[config.mk]
export PLATFORM = sky130hd
export DESIGN_NAME = serial_latch_driver
export DESIGN_NICKNAME = d
export VERILOG_FILES = /design/src/rtl/sld_pkg.sv /design/src/rtl/sld_sync.sv /design/src/rtl/sld_shift_chain.sv /design/src/rtl/sld_out_stage.sv /design/src/rtl/serial_latch_driver.sv
export SDC_FILE = /design/constraint.sdc
export NUM_CORES = 1
export LEC_CHECK = 0
export ABC_AREA = 0
export BUFFER_PORTS_ARGS = -buffer_cell sky130_fd_sc_hd__buf_2
export CAP_MARGIN = 20
export CELL_PAD_IN_SITES_DETAIL_PLACEMENT = 0
export CELL_PAD_IN_SITES_GLOBAL_PLACEMENT = 1
export CORE_MARGIN = 2
export CORE_UTILIZATION = 38
export CTS_BUF_LIST = sky130_fd_sc_hd__clkbuf_8 sky130_fd_sc_hd__clkbuf_16
export CTS_CLUSTER_DIAMETER = 60
export DETAILED_ROUTE_END_ITERATION = 8
export MAX_ROUTING_LAYER = met4
export PLACE_DENSITY = 0.79
export SLEW_MARGIN = 20
export SYNTH_ARGS = -nofsm -noshare
export SYNTH_HDL_FRONTEND = slang
export SYNTH_SLANG_ARGS = --single-unit
[constraint.sdc]
create_clock -name clk -period 1.1 [get_ports clk]
set_clock_uncertainty 0.2 [all_clocks]
set_input_delay 0.22 -clock clk [delete_from_list [all_inputs] [get_ports clk]]
set_output_delay 0.22 -clock clk [all_outputs]
set_load 0.005 [all_outputs]
[src/rtl/sld_pkg.sv]
package sld_pkg;
  localparam int unsigned SLD_OUTPUTS = 20;
  localparam int unsigned SLD_SYNC    = 2;
endpackage

[src/rtl/sld_sync.sv]
module sld_sync #(
  parameter int unsigned WIDTH  = 4,
  parameter int unsigned STAGES = 2
) (
  input  logic             clk,
  input  logic             rst,
  input  logic [WIDTH-1:0] d_i,
  output logic [WIDTH-1:0] q_o
);
  logic [STAGES-1:0][WIDTH-1:0] stage_q;

  always_ff @(posedge clk) begin
    if (rst) begin
      stage_q <= '0;
    end else begin
      stage_q[0] <= d_i;
      for (int i = 1; i < STAGES; i++) stage_q[i] <= stage_q[i-1];
    end
  end

  assign q_o = stage_q[STAGES-1];
endmodule

[src/rtl/sld_shift_chain.sv]
module sld_shift_chain #(
  parameter int unsigned N = 20
) (
  input  logic         clk,
  input  logic         rst,
  input  logic         shift_i,
  input  logic         din_i,
  input  logic         casc_i,
  output logic [N-1:0] sr_o,
  output logic         casc_o
);
  // The newest bit enters at the top; the oldest bit reaches index 0.
  always_ff @(posedge clk) begin
    if (rst) begin
      sr_o   <= '0;
      casc_o <= 1'b0;
    end else begin
      if (shift_i) sr_o <= {din_i, sr_o[N-1:1]};
      if (casc_i)  casc_o <= sr_o[0];
    end
  end
endmodule

[src/rtl/sld_out_stage.sv]
module sld_out_stage #(
  parameter int unsigned N = 20
) (
  input  logic         clk,
  input  logic         rst,
  input  logic         load_i,
  input  logic         blank_i,
  input  logic [N-1:0] sr_i,
  output logic [N-1:0] latch_o,
  output logic [N-1:0] drive_o
);
  always_ff @(posedge clk) begin
    if (rst) begin
      latch_o <= '0;
      drive_o <= '0;
    end else begin
      if (load_i) latch_o <= sr_i;
      drive_o <= blank_i ? '0 : latch_o;
    end
  end
endmodule

[src/rtl/serial_latch_driver.sv]
module serial_latch_driver
  import sld_pkg::*;
#(
  parameter int unsigned NUM_OUT     = SLD_OUTPUTS,
  parameter int unsigned SYNC_STAGES = SLD_SYNC
) (
  input  logic               clk,
  input  logic               rst,
  input  logic               ser_clk_i,
  input  logic               ser_data_i,
  input  logic               load_en_i,
  input  logic               blank_i,
  output logic [NUM_OUT-1:0] drive_o,
  output logic               cascade_o
);
  localparam int unsigned SYNC_W = 4;

  logic [SYNC_W-1:0] raw_in, synced;
  logic clk_s, data_s, en_s, blank_s;
  logic clk_d, en_d;
  logic shift_pulse, casc_pulse, load_pulse;
  logic [NUM_OUT-1:0] sr_q, latch_q;

  assign raw_in = {blank_i, load_en_i, ser_data_i, ser_clk_i};

  sld_sync #(.WIDTH(SYNC_W), .STAGES(SYNC_STAGES)) u_sync (
    .clk (clk),
    .rst (rst),
    .d_i (raw_in),
    .q_o (synced)
  );

  assign {blank_s, en_s, data_s, clk_s} = synced;

  always_ff @(posedge clk) begin
    if (rst) begin
      clk_d <= 1'b0;
      en_d  <= 1'b0;
    end else begin
      clk_d <= clk_s;
      en_d  <= en_s;
    end
  end

  assign shift_pulse = clk_s & ~clk_d & en_s;
  assign casc_pulse  = ~clk_s & clk_d & en_s;
  assign load_pulse  = ~en_s & en_d;

  sld_shift_chain #(.N(NUM_OUT)) u_chain (
    .clk     (clk),
    .rst     (rst),
    .shift_i (shift_pulse),
    .din_i   (data_s),
    .casc_i  (casc_pulse),
    .sr_o    (sr_q),
    .casc_o  (cascade_o)
  );

  sld_out_stage #(.N(NUM_OUT)) u_out (
    .clk     (clk),
    .rst     (rst),
    .load_i  (load_pulse),
    .blank_i (blank_s),
    .sr_i    (sr_q),
    .latch_o (latch_q),
    .drive_o (drive_o)
  );
endmodule

==> flow_metrics.py <==
metrics = {
    "grt": {
        "globalRoute.totalOverflow": 0,
        "grt_pass1_wl_mm": 5.95,
        "grt_max_degree": 29,
        "first_global_vias": 1298,
        "grt.met1_usage_pct": 15.9,
        "globalRouteTotalUtil_pct": 12.7,
        "antenna_violations_before_repair": 0,
        "global_route.usage.met3_pct": 5.67,
        "gr-max-usage-layer": "met2",
        "grtUsageMet2_pct": 16.9,
    },
    "timing": {
        "final.setup.worst_slack_ns": -0.116,
        "finalSetupTns_ns": -4.78,
        "report.final.hold_viol_count": 0,
        "finalSetupViolations": 61,
        "rsz0062_at_grt": "yes",
        "max_slew.worst_pin.slew_ns": 0.313,
        "final_hold_slack_ns": 0.0641,
        "slew-limit-headroom_pct": 79.1,
        "maxSlewViolCount": 0,
        "min_period_over_period_pct": 111,
        "achievable-frequency_ghz": 0.822,
        "min_period_ns": 1.22,
    },
    "placed_design": {
        "io_buffer_count": 26,
        "place.detailed.instances": 337,
        "place_hpwl_mm": 2.18,
        "instance_area_after_placement_sq_um": 2520,
        "gp_routability_congestion": 0.755,
    },
    "synth": {
        "proportion_of_netlist_area_held_by_the_largest_area_contributor_pct": 62.6,
        "sequential_to_total_area_share_from_yosys_stat_pct": 62.6,
        "syn-instance-count": 245,
        "synth_compound_area_share_pct": 9.14,
        "synth_top_area_cell": "dfxtp_1",
        "ys_warn_count": 0,
        "postSynthNetCount": 251,
        "main_combinational_cell_family_by_area_after_synthesis": "simple AND/OR/NAND/NOR gates",
        "synth.area.mux_share_pct": 0.441,
        "synthAdderAreaFrac_pct": 0,
        "ys_types": 16,
        "synth-seq-cells": 71,
        "simple_gate_area_share_of_the_yosys_netlist_pct": 23.6,
        "synth.avg_cell_area_sq_um": 9.27,
        "synth_area_leaders": "dfxtp_1, nand2_1, a21oi_1",
        "synth_xor_area_share_pct": 0,
        "synth.cell_area_sq_um": 2270,
    },
    "run_status": {
        "failed_checks": "setup timing",
        "run_status": "complete, but fails checks",
    },
    "route": {
        "first_iter_violations": 79,
        "wire_per_inst_um": 10.5,
        "route.detailed.drc": 0,
        "drt_pre_antenna_iters": 4,
        "drt_wl_total_mm": 3.76,
        "vias": 1552,
        "final_antenna_net_count": 0,
        "vias_per_cell": 4.34,
    },
    "cts": {
        "cts_inserted_buffers": 9,
        "root_buffer_cell": "clkbuf_8",
        "cts_max_path_buffers": 2,
        "worstSkewPairLatency_ns": 0.34,
        "cts_tree": "done",
        "htree_num_levels": 3,
        "cts_setup_buffers": 0,
        "cts_sinks": 71,
        "path_clk_slew_ns": 0.08,
    },
    "worst_setup_path": {
        "crit_path_start_kind": "flop",
        "cp.depth": 4,
        "timing.setup.critical_path_class": "reg2reg",
        "reg2reg_from": "u_sync.q_o[2]$_SDFF_PP0_",
        "worst-path-max-fanout": 10,
        "critical_path_startpoint": "u_sync.q_o[2]$_SDFF_PP0_",
        "setup.worst_path.end_class": "flop",
        "setup.reg_to_reg.worst_slack_ns": -0.12,
        "critical_path.slowest_cell": "dfxtp_2",
        "regToRegEndpoint": "u_out.latch_o[9]$_SDFFE_PP0P_",
        "reg2regPathDepth": 4,
        "cp.buffers_inverters": 1,
        "cpPeakStageDelay_ns": 0.35,
        "critical_path_arrival_ns": 1.24,
        "worst-endpoint-required_ns": 1.13,
        "crit_path_end": "u_out.latch_o[9]$_SDFFE_PP0P_",
        "top_family_by_delay_on_critical_path": "flip-flops",
        "crit_path_cell_trace": "and2b_2 -> clkbuf_16 -> nand2_1 -> a21oi_1",
    },
    "floorplanning": {
        "die_ar_sq_um": 6610,
        "initial_core_util_pct": 38.8,
        "overall_die_width_um": 81.3,
        "die_y_um": 81.3,
        "ioPinCount": 27,
        "row_count": 28,
        "core_area_sq_um": 5850,
    },
    "finish": {
        "area_growth_syn_to_layout_pct": 25.3,
        "final_cell_area_sq_um": 2850,
        "drive_gt1_share_pct": 24.0,
        "finalNonFillerCells": 358,
        "numnets_final": 284,
        "antenna_cells_inserted": 0,
        "multi_input_comb_area_sq_um": 779,
        "area.sequential_sq_um": 1430,
        "final.fill_count": 568,
    },
    "flow_run": {
        "maxCapViolations": 0,
    },
    "worst_hold_path": {
        "hold-path-cell-count": 3,
        "worstHoldPathType": "in2reg",
    },
    "pwr": {
        "worst_ir_drop_vdd_v": 0.000776,
        "standby_leakage_power_uw": 0.00110,
        "pwr_dens_nw_per_um2": 1760,
    },
}
## metal layers
layer / up-vias / routed length (um)
li1: 839 / -
met1: 675 / 2000
met2: 31 / 1490
met3: 7 / 191
met4: 0 / 72
met5: - / 0
## what timing repair did
action,4_1_cts,5_1_grt
hold buffers,4,0
cloned,0,1
hold endpoints to repair,4,0
setup endpoints to repair,61,61
resized for setup,4,13
## cells by family (layout without fill, tap and decap cells)
family	after synthesis	in the layout
buf+inv	16	54
compound gates	40	40
simple gates	117	117
mux	1	1
flops	71	71
## cells in the mapped netlist (all sizes together)
cell type / count
nand2b: 1
dfxtp: 71
nand3b: 2
nand2: 80
nor2b: 8
and2b: 3
mux2i: 1
and2: 20
buf: 9
a21oi: 40
clkbuf: 7
and3b: 1
nor2: 2
## report_power, final
group          internal, uW  switching (uW)
clock network          1330             983
logic                  54.8            67.3
registers              2580            5.76
total                  3970            1060
## worst min path at each step
| stage | startpoint | endpoint | slack [ns] |
|---|---|---|---|
| final | rst | u_chain.sr_o[0]$_SDFFE_PP0P_ | 0.06 |
| after global routing | rst | u_chain.sr_o[1]$_SDFFE_PP0P_ | 0.06 |
| after CTS | rst | u_chain.casc_o$_SDFFE_PP0P_ | 0.05 |
| after detailed placement | u_sync.stage_q[2]$_SDFF_PP0_ | u_sync.q_o[2]$_SDFF_PP0_ | 0.22 |
| after global placement | u_sync.stage_q[0]$_SDFF_PP0_ | u_sync.q_o[0]$_SDFF_PP0_ | 0.21 |
| after floorplan | ser_clk_i | u_sync.stage_q[0]$_SDFF_PP0_ | 0.15 |
## layout make-up
cell class                 count  area share, %
clock buffer                  10           4.83
clock inverter                 6           2.99
multi-input combinational    158           27.4
sequential                    71           50.3
tap                           75           3.30
timing repair buffer          38           11.2
## sequential cells by signal, indices dropped and copies added, names as in the netlist
signal	cells
u_out.latch_o	20
clk_d	1
u_sync.q_o	4
u_out.drive_o	20
en_d	1
u_chain.casc_o	1
u_sync.stage_q	4
u_chain.sr_o	20
## layout by cell type, fill, tap and decap left out
cell           instances
clkbuf_16              1
nand2_2                2
and2b_2                1
clkinvlp_4             1
buf_6                  2
clkinv_4               1
nand3b_1               2
inv_1                  1
buf_4                  1
mux2i_1                1
nand2b_1               1
dlygate4sd3_1          4
and2_1                20
buf_12                 5
buf_2                 25
clkinv_2               1
nand2_1               78
nor2_1                 2
dfxtp_1               63
clkbuf_8              10
a21oi_1               33
a21oi_2                7
bufinv_16              2
and2b_1                2
dfxtp_2                8
and3b_2                1
nor2b_1                8
## worst register-to-register path: cells and delay by family (launching register included)
family / cells / cell delay (ns)
simple gates: 2 / 0.32
buf+inv: 1 / 0.17
flops: 1 / 0.35
compound gates: 1 / 0.06
## stage by stage
stage          setup WS [ns]  total power (uW)  util, %
2_1_floorplan        0.00401              2720        -
3_3_place_gp         -0.0490              2750     43.0
3_5_place_dp         -0.0734              2750     43.0
4_1_cts               -0.125              5060     47.6
5_1_grt               -0.154              5200     48.7
6_report              -0.116              5030     48.7
No activity file was read; power rests on OpenSTA's default activity.
